File: config.mk
export PLATFORM = sky130hd
export DESIGN_NAME = extirq_edge_flags
export DESIGN_NICKNAME = d
export VERILOG_FILES = /design/src/rtl/extirq_pkg.sv /design/src/rtl/extirq_sync.sv /design/src/rtl/extirq_edge_sense.sv /design/src/rtl/extirq_flag_fsm.sv /design/src/rtl/extirq_edge_flags.sv
export SDC_FILE = /design/constraint.sdc
export NUM_CORES = 1
export LEC_CHECK = 0
export BUFFER_PORTS_ARGS = -buffer_cell sky130_fd_sc_hd__buf_2
export CAP_MARGIN = 20
export CELL_PAD_IN_SITES_DETAIL_PLACEMENT = 0
export CELL_PAD_IN_SITES_GLOBAL_PLACEMENT = 2
export CORE_MARGIN = 4
export CORE_UTILIZATION = 30
export CTS_CLUSTER_SIZE = 24
export DETAILED_ROUTE_END_ITERATION = 16
export PLACE_DENSITY = 0.95
export SETUP_SLACK_MARGIN = 0.3
export SLEW_MARGIN = 25
export SYNTH_ARGS = -nofsm -noshare
export SYNTH_HDL_FRONTEND = slang
export SYNTH_SLANG_ARGS = --single-unit
File: constraint.sdc
create_clock -name clk -period 2.2 [get_ports clk]
set_input_delay 0.33 -clock clk [delete_from_list [all_inputs] [get_ports clk]]
set_output_delay 0.33 -clock clk [all_outputs]
set_load 0.01 [all_outputs]
File: src/rtl/extirq_pkg.sv
package extirq_pkg;

    typedef enum logic [1:0] {
        FLG_IDLE  = 2'b00,
        FLG_PEND  = 2'b01,
        FLG_ARMED = 2'b11
    } flag_state_e;

    localparam logic [1:0] SENSE_OFF  = 2'b00;
    localparam logic [1:0] SENSE_FALL = 2'b01;
    localparam logic [1:0] SENSE_RISE = 2'b10;
    localparam logic [1:0] SENSE_BOTH = 2'b11;

endpackage

File: src/rtl/extirq_sync.sv
module extirq_sync #(
    parameter int WIDTH  = 8,
    parameter int STAGES = 2
) (
    input  logic             clk,
    input  logic             rst_n,
    input  logic [WIDTH-1:0] async_i,
    output logic [WIDTH-1:0] sync_o,
    output logic             sync_valid_o
);

    logic [WIDTH-1:0] chain_q [STAGES];
    logic [STAGES-1:0] valid_q;

    always_ff @(posedge clk or negedge rst_n) begin
        if (!rst_n) begin
            for (int s = 0; s < STAGES; s++) begin
                chain_q[s] <= '0;
            end
            valid_q <= '0;
        end else begin
            chain_q[0] <= async_i;
            for (int s = 1; s < STAGES; s++) begin
                chain_q[s] <= chain_q[s-1];
            end
            valid_q <= {valid_q[STAGES-2:0], 1'b1};
        end
    end

    assign sync_o       = chain_q[STAGES-1];
    assign sync_valid_o = valid_q[STAGES-1];

endmodule

File: src/rtl/extirq_edge_sense.sv
module extirq_edge_sense
    import extirq_pkg::*;
#(
    parameter int WIDTH = 8
) (
    input  logic               clk,
    input  logic               rst_n,
    input  logic [WIDTH-1:0]   sync_i,
    input  logic               sync_valid_i,
    input  logic [2*WIDTH-1:0] sense_i,
    output logic [WIDTH-1:0]   edge_o
);

    logic [WIDTH-1:0] prev_q;
    logic             prev_valid_q;

    always_ff @(posedge clk or negedge rst_n) begin
        if (!rst_n) begin
            prev_q       <= '0;
            prev_valid_q <= 1'b0;
        end else begin
            prev_q       <= sync_i;
            prev_valid_q <= sync_valid_i;
        end
    end

    for (genvar i = 0; i < WIDTH; i++) begin : g_pin
        logic rise, fall, hit;
        assign rise = sync_i[i] & ~prev_q[i];
        assign fall = ~sync_i[i] & prev_q[i];
        always_comb begin
            unique case (sense_i[2*i +: 2])
                SENSE_RISE: hit = rise;
                SENSE_FALL: hit = fall;
                SENSE_BOTH: hit = rise | fall;
                default:    hit = 1'b0;
            endcase
        end
        assign edge_o[i] = prev_valid_q & hit;
    end

endmodule

File: src/rtl/extirq_flag_fsm.sv
module extirq_flag_fsm
    import extirq_pkg::*;
(
    input  logic clk,
    input  logic rst_n,
    input  logic edge_i,
    input  logic read_i,
    input  logic clear_i,
    input  logic accept_i,
    output logic pending_o,
    output logic armed_o
);

    flag_state_e state_q, state_d;

    always_ff @(posedge clk or negedge rst_n) begin
        if (!rst_n) begin
            state_q <= FLG_IDLE;
        end else begin
            state_q <= state_d;
        end
    end

    always_comb begin
        state_d = state_q;
        unique case (state_q)
            FLG_IDLE: begin
                if (edge_i) state_d = FLG_PEND;
            end
            FLG_PEND: begin
                if (edge_i)        state_d = FLG_PEND;
                else if (accept_i) state_d = FLG_IDLE;
                else if (read_i)   state_d = FLG_ARMED;
            end
            FLG_ARMED: begin
                if (edge_i)                    state_d = FLG_PEND;
                else if (accept_i || clear_i)  state_d = FLG_IDLE;
            end
            default: state_d = FLG_IDLE;
        endcase
    end

    always_comb begin
        unique case (state_q)
            FLG_PEND:  begin pending_o = 1'b1; armed_o = 1'b0; end
            FLG_ARMED: begin pending_o = 1'b1; armed_o = 1'b1; end
            default:   begin pending_o = 1'b0; armed_o = 1'b0; end
        endcase
    end

endmodule

File: src/rtl/extirq_edge_flags.sv
module extirq_edge_flags
    import extirq_pkg::*;
#(
    parameter int NUM_PINS    = 8,
    parameter int PRIO_W      = 4,
    parameter int SYNC_STAGES = 2,
    localparam int IDX_W      = (NUM_PINS > 1) ? $clog2(NUM_PINS) : 1
) (
    input  logic                       clk,
    input  logic                       rst_n,
    input  logic [NUM_PINS-1:0]        pin_i,
    input  logic [2*NUM_PINS-1:0]      sense_cfg_i,
    input  logic [PRIO_W*NUM_PINS-1:0] prio_cfg_i,
    input  logic                       rd_en_i,
    output logic [NUM_PINS-1:0]        rd_data_o,
    input  logic                       wr_en_i,
    input  logic [NUM_PINS-1:0]        wr_data_i,
    input  logic                       ack_i,
    input  logic [IDX_W-1:0]           ack_idx_i,
    output logic [NUM_PINS-1:0]        req_o,
    output logic [PRIO_W*NUM_PINS-1:0] req_prio_o,
    output logic                       ack_valid_o,
    output logic [PRIO_W-1:0]          ack_level_o
);

    logic [NUM_PINS-1:0] sync_vec;
    logic                sync_valid;
    logic [NUM_PINS-1:0] edge_vec;
    logic [NUM_PINS-1:0] pending_vec;
    logic [NUM_PINS-1:0] armed_vec;
    logic [PRIO_W-1:0]   prio_arr [NUM_PINS];

    extirq_sync #(
        .WIDTH  (NUM_PINS),
        .STAGES (SYNC_STAGES)
    ) u_sync (
        .clk          (clk),
        .rst_n        (rst_n),
        .async_i      (pin_i),
        .sync_o       (sync_vec),
        .sync_valid_o (sync_valid)
    );

    extirq_edge_sense #(
        .WIDTH (NUM_PINS)
    ) u_edge (
        .clk          (clk),
        .rst_n        (rst_n),
        .sync_i       (sync_vec),
        .sync_valid_i (sync_valid),
        .sense_i      (sense_cfg_i),
        .edge_o       (edge_vec)
    );

    for (genvar i = 0; i < NUM_PINS; i++) begin : g_flag
        logic clear_hit, accept_hit;
        assign clear_hit  = wr_en_i & ~wr_data_i[i];
        assign accept_hit = ack_i & (ack_idx_i == IDX_W'(i));
        assign prio_arr[i] = prio_cfg_i[PRIO_W*i +: PRIO_W];
        assign req_prio_o[PRIO_W*i +: PRIO_W] = pending_vec[i] ? prio_arr[i] : '0;

        extirq_flag_fsm u_fsm (
            .clk       (clk),
            .rst_n     (rst_n),
            .edge_i    (edge_vec[i]),
            .read_i    (rd_en_i),
            .clear_i   (clear_hit),
            .accept_i  (accept_hit),
            .pending_o (pending_vec[i]),
            .armed_o   (armed_vec[i])
        );
    end

    assign req_o     = pending_vec;
    assign rd_data_o = pending_vec;

    logic ack_in_range;
    assign ack_in_range = (32'(ack_idx_i) < NUM_PINS);

    always_ff @(posedge clk or negedge rst_n) begin
        if (!rst_n) begin
            ack_valid_o <= 1'b0;
            ack_level_o <= '0;
        end else begin
            ack_valid_o <= ack_i & ack_in_range & pending_vec[ack_idx_i];
            if (ack_i && ack_in_range) begin
                ack_level_o <= prio_arr[ack_idx_i];
            end
        end
    end

endmodule

Word-level counts from Yosys, hierarchy flattened
Index checks and enable logic that the tools add are counted.

Muxes and demuxes: 78. Order comparisons: 2. Multiply operators: 0. Shift-type cells: 0. Bitwise gates (word level): 74. Reductions and logical operators: 33. Divide/modulo/power cells: 0. Add/sub/neg operators: 0. Equality and inequality tests: 71.

Operator list (number): 2-bit 2-to-1 mux (41); 2-bit equality test, second input constant (24); 2-bit one-hot mux with 3 select lines (8); 1-bit bitwise AND (41); 4-bit 2-to-1 mux (10); 2-bit by 1-bit equality test with 1-bit output, second input constant (16); 4-bit by 2-bit != test with 1-bit output, second input constant (8); 3-bit by 1-bit != test with 1-bit output, second input constant (8); 1-bit inverter (24); 1-bit one-hot mux with 3 select lines (8); 3-bit AND reduction (8); 2-bit zero test (8); 2-bit by 1-bit != test with 1-bit output, second input constant (8); 2-bit OR reduction (8); 4-bit binary-select mux with 3-bit select (1); 3-bit equality test, second input constant (4); 1-bit 2-to-1 mux (9); 1-bit logical OR (8); 1-bit bitwise OR (8); 3-bit by 2-bit equality test with 1-bit output, second input constant (2); 4-bit >= comparator, second input constant (1); 3-bit by 4-bit less-than comparator with 1-bit output, second input constant (1); 3-bit inverter with 4-bit output (1); 1-bit binary-select mux with 3-bit select (1); other kinds (2) (2).

Register bits: 48. Memory bits (read-only): 0. Input bits: 72. Word-level logic and storage cells: 273. Memories: 0. Output and inout bits: 53. Latch bits: 0. Bits in writable memories: 0.

Depth between registers and ports, before layout
Depth after elaboration: 7. Depth in mapped cells: 7. Depth with buffers taken out: 7.

By module
From an unflattened synthesis, not the netlist that was laid out.

Cells, all modules: 302. Area, all modules: 2987.9 um^2.

Modules (own cells, without submodules): extirq_edge_flags (times used 1, sequential area each 125.1 um^2, cells an instance 113, area an instance 903.4 um^2); extirq_flag_fsm (times used 8, sequential area each 50.0 um^2, cells an instance 11, area an instance 108.9 um^2); extirq_edge_sense (times used 1, sequential area each 225.2 um^2, cells an instance 74, area an instance 699.4 um^2); extirq_sync (times used 1, sequential area each 450.4 um^2, cells an instance 27, area an instance 514.2 um^2).

Worst setup path after synthesis
OpenSTA, ideal clock, no wires.

Path type: flip-flop to flip-flop. From: reg u_sync.chain_q, in the netlist u_sync.sync_o[1]. To: reg g_flag[1].u_fsm.state_q[0]. Library setup time: 0.065 ns. Setup slack: 0.806 ns. Clock period less this slack: 1.394 ns. Stages on the path, launching flop included: 8. Arrival: 1.329 ns. Buffers on the path: 0. Cells stage by stage: dfrtp_1 > inv_1 > ha_1 > nor2b_1 > o21ai_0 > a21boi_0 > nor2b_1 > o22a_1.

Longest elaborated chain between the ends: 7. Elaborated cells between the ends (all ways): 13. Classes of those cells: eq/ne: 3; mux: 4; bitwise: 5; reduce/logical: 1.

RTL lines: start, declared (RTL line extirq_sync.sv:12) `logic [WIDTH-1:0] chain_q [STAGES];`; start signal, assigned by index (RTL line extirq_sync.sv:24) `chain_q[s] <= chain_q[s-1];`; 1-bit inverter (RTL line extirq_edge_sense.sv:30) `assign fall = ~sync_i[i] & prev_q[i];`; 1-bit bitwise AND (RTL line extirq_edge_sense.sv:30); 1-bit bitwise OR (RTL line extirq_edge_sense.sv:35) `SENSE_BOTH: hit = rise | fall;`; 1-bit one-hot mux with 3 select lines * (RTL line extirq_edge_sense.sv:32) `unique case (sense_i[2*i +: 2])`; 1-bit bitwise AND * (RTL line extirq_edge_sense.sv:39) `assign edge_o[i] = prev_valid_q & hit;`; 4-bit by 2-bit != test with 1-bit output (no line), or another cell as far along; 3-bit AND reduction (no line) / 2-bit one-hot mux with 3 select lines (equally long branches); end signal, assigned (RTL line extirq_flag_fsm.sv:20) `state_q <= state_d;`; end, declared (RTL line extirq_flag_fsm.sv:14) `flag_state_e state_q, state_d;`.

Mark *: on every way between the ends. The rest lies on a longest branch, timed or not. A chain may end at the register's enable or synchronous reset.

Worst setup path after layout
From: reg u_sync.chain_q, in the netlist u_sync.sync_o[5]. To: reg g_flag[5].u_fsm.state_q[0].

Longest elaborated chain between the ends: 7. Elaborated cells between the ends (all ways): 13. Classes of those cells: eq/ne: 3; mux: 4; bitwise: 5; reduce/logical: 1.

RTL lines (RTL line): 1-bit inverter (extirq_edge_sense.sv:30); 1-bit bitwise AND (extirq_edge_sense.sv:30); 1-bit bitwise OR (extirq_edge_sense.sv:35); 1-bit one-hot mux with 3 select lines * (extirq_edge_sense.sv:32); 1-bit bitwise AND * (extirq_edge_sense.sv:39); 4-bit by 2-bit != test with 1-bit output (no line), or another cell as far along; 3-bit AND reduction (no line) / 2-bit one-hot mux with 3 select lines (equally long branches); end signal, assigned (extirq_flag_fsm.sv:20); end, declared (extirq_flag_fsm.sv:14).

Marks and branches as above.

==> flow_metrics.env <==
export IMPL_synthesis_area_um2=2856
export IMPL_synth_top_flop_cell="dfrtp_1"
export IMPL_dp_cells=504
export IMPL_diodes=0
export IMPL_drcViolationCount=0
export IMPL_period_share_pct=72.34
export IMPL_start_util_pct=30.91
export IMPL_synth_edf_count=0
export IMPL_vias_per_cell=4.582
export IMPL_max_freq_ghz=0.6284
export IMPL_clk_pin_slew_worst_paths_ns=0.09
export IMPL_num_rows=35
export IMPL_place_hpwl_um=6018
export IMPL_area_growth_pct=23.78
export IMPL_ys_types=34
export IMPL_root_buffer="clkbuf_8"
export IMPL_totalPowerFinal_mw=2.934
export IMPL_max_stage_delay_ns=0.37
export IMPL_overflow=0
export IMPL_cts_tree="yes"
export IMPL_io_buffers=124
export IMPL_yosys_area_top_type="dfrtp_1"
export IMPL_clock_latency_ns=0.30
export IMPL_async_flop_share_pct=100.0
export IMPL_htreeDepth=2
export IMPL_reg2reg_depth=7
export IMPL_synth_nets=369
export IMPL_finalSetupTns_ns=0
export IMPL_slew_headroom_pct=57.32
export IMPL_hold_viol=0
export IMPL_synthTopCellsByArea="dfrtp_1 42%, and2_1 7.0%, ha_1 7.0%, mux4_1 4.6%, buf_4 4.5%"
export IMPL_synth_cells=281
export IMPL_status="complete, no violations"
export IMPL_setup_violations=0
export IMPL_die_area_um2=11150
export IMPL_worst_setup_path_end_kind="flip-flop"
export IMPL_cts_resized_gates=0
export IMPL_drtIter0Drc=126
export IMPL_slowest_stage="dfrtp_1"
export IMPL_grt_pass1_vias=2238
export IMPL_cp_max_fo=3
export IMPL_cts_setup_buffers=0
export IMPL_fp_dieH_um=105.6
export IMPL_syn_area_per_cell_um2=10.17
export IMPL_grt_pass1_wl_um=12040
export IMPL_die_w_um=105.6
export IMPL_fin_cells=512
export IMPL_antenna_found_initial=2
export IMPL_gp_congestion=0.7788
export IMPL_arrival_ns=1.81
export IMPL_cp_required_ns=2.42
export IMPL_grt_max_degree=49
export IMPL_hold_buffers=0
export IMPL_drt_total_wl_um=7704
export IMPL_grt_usage_pct=13.53
export IMPL_hp_class="in2reg"
export IMPL_coreArea_um2=9240
export IMPL_layout_drive_gt1_share_pct=35.77
export IMPL_tightest_slew_ns=0.6402
export IMPL_ioPinCount=125
export IMPL_drv_cap=0
export IMPL_num_fill_cells=943
export IMPL_ys_seq_area_share_pct=42.05
export IMPL_post_place_ws_ns=0.5486
export IMPL_drt_wirelength_per_cell_um=15.05
export IMPL_final_nets=470
export IMPL_drv_slew=0
export IMPL_cts_inserted_buffers=5
export IMPL_postRouteAntennaNets=0
export IMPL_drt_pass1_iter_count=4
export IMPL_worst_slack_ns=0.6086
export IMPL_p_leak_nw=1.788
export IMPL_yosysTopAreaCellShare_pct=42.05
export IMPL_cp_cell_sequence="inv_1 > ha_1 > nor2b_1 > o21ai_0 > a21boi_0 > o21ai_0 > a21oi_1"
export IMPL_skew_ns=0.007384
export IMPL_worst_path_most_repeated_cell="o21ai_0"
export IMPL_worst_setup_path_type="reg2reg"
export IMPL_start_kind="flip-flop"
export IMPL_ctsLongestPathBuffers=2
export IMPL_power_per_cell_area_nw_per_um2=829.7
export IMPL_ys_ff_latch=48
export IMPL_vias=2346
export IMPL_worst_ir_drop_vdd_uv=334.5
export IMPL_grt_setup_unrepaired="false"
export IMPL_yosys_top_cells_count="48 x dfrtp_1, 32 x and2_1, 19 x nor2b_1"
export IMPL_hold_depth=1
export IMPL_min_period_ns=1.591
export IMPL_fin_util_pct=38.27
export IMPL_cts_sink_count=48
export IMPL_synth_most_common_cell="dfrtp_1"
export IMPL_yosys_warnings=0
## where the power goes
group | leakage, nW | total (mW) | switching [mW] | internal [mW]
clock | 0.0510 | 0.547 | 0.296 | 0.251
combinational | 1.16 | 1.09 | 0.557 | 0.533
sequential | 0.575 | 1.30 | 0.256 | 1.04
total | 1.79 | 2.93 | 1.11 | 1.82
## cell usage in the layout (no fill, tap or decap), types with 8 or more instances in the layout
cell type  count
inv_1         18
and2_1        32
dfrtp_1       48
a21boi_0       8
ha_1          16
nand2_1        8
nor2b_1       19
nand2b_1       9
o21ai_0       15
nor2_1        16
nand3b_1      12
buf_2        124
a21oi_1       13
## metrics by stage
stage / instance area [um2] / hold WS [ns]
finish: 3536 / 0.1294
global route: 3536 / 0.1182
CTS: 3536 / 0.1183
detailed placement: 3443 / 0.3355
global placement: 3443 / 0.3319
floorplan: 2856 / 0.03441
## worst max-delay path, delay by kind of cell, from the launching register on
| kind | cells | cell delay, ns |
|---|---|---|
| AO/OA/AOI/OAI | 4 | 0.71 |
| adder cells (fa/ha/maj) | 1 | 0.28 |
| buffers and inverters | 1 | 0.05 |
| flip-flops | 1 | 0.37 |
| AND/OR/NAND/NOR | 1 | 0.11 |
## sequential cells by signal, summed over array words and instances, names as in the netlist
name	flops
ack_level_o	4
u_edge.prev_q	8
u_edge.prev_valid_q	1
g_flag.u_fsm.state_q	16
u_sync.sync_o	8
u_sync.valid_q	2
ack_valid_o	1
u_sync.chain_q	8
## worst paths after layout
check | start | endpoint | slack [ns]
min in group asynchronous | rst_n | g_flag[6].u_fsm.state_q[1] | 0.14
max in group asynchronous | rst_n | u_edge.prev_q[3] | 1.64
setup / recovery | u_sync.sync_o[5] | g_flag[5].u_fsm.state_q[0] | 0.61
hold reg to reg | u_sync.chain_q[11] | u_sync.sync_o[3] | 0.35
hold / removal | pin_i[4] | u_sync.chain_q[12] | 0.13
setup reg to reg | u_sync.sync_o[5] | g_flag[5].u_fsm.state_q[0] | 0.61
## kinds of logic after synthesis
logic type / Yosys count / share of synthesized area (%)
simple gates: 99 / 20.15
mux: 15 / 9.461
flops: 48 / 42.05
compound gates: 53 / 11.74
fa+ha+maj: 16 / 7.008
buf+inv: 49 / 9.461
other cells: 1 / 0.1313
## layer usage
metal	global-route usage [%]	part of all wire, %
met1	17.25	42
met4	2.775	0.49
met2	23.09	49
met3	3.674	8.5
met5	0	0.27
## final cells by class
| cell class | instances | area, um2 | share of cell area (%) |
|---|---|---|---|
| Multi-Input combinational cell | 184 | 1385 | 39.17 |
| Sequential cell | 48 | 1201 | 33.97 |
| Timing Repair Buffer | 125 | 628.1 | 17.76 |
| Tap cell | 129 | 161.4 | 4.565 |
| Clock buffer | 6 | 82.58 | 2.335 |
| Inverter | 18 | 67.56 | 1.911 |
| Clock inverter | 2 | 10.01 | 0.2831 |
Note: power is estimated with default switching activity, not from simulation.
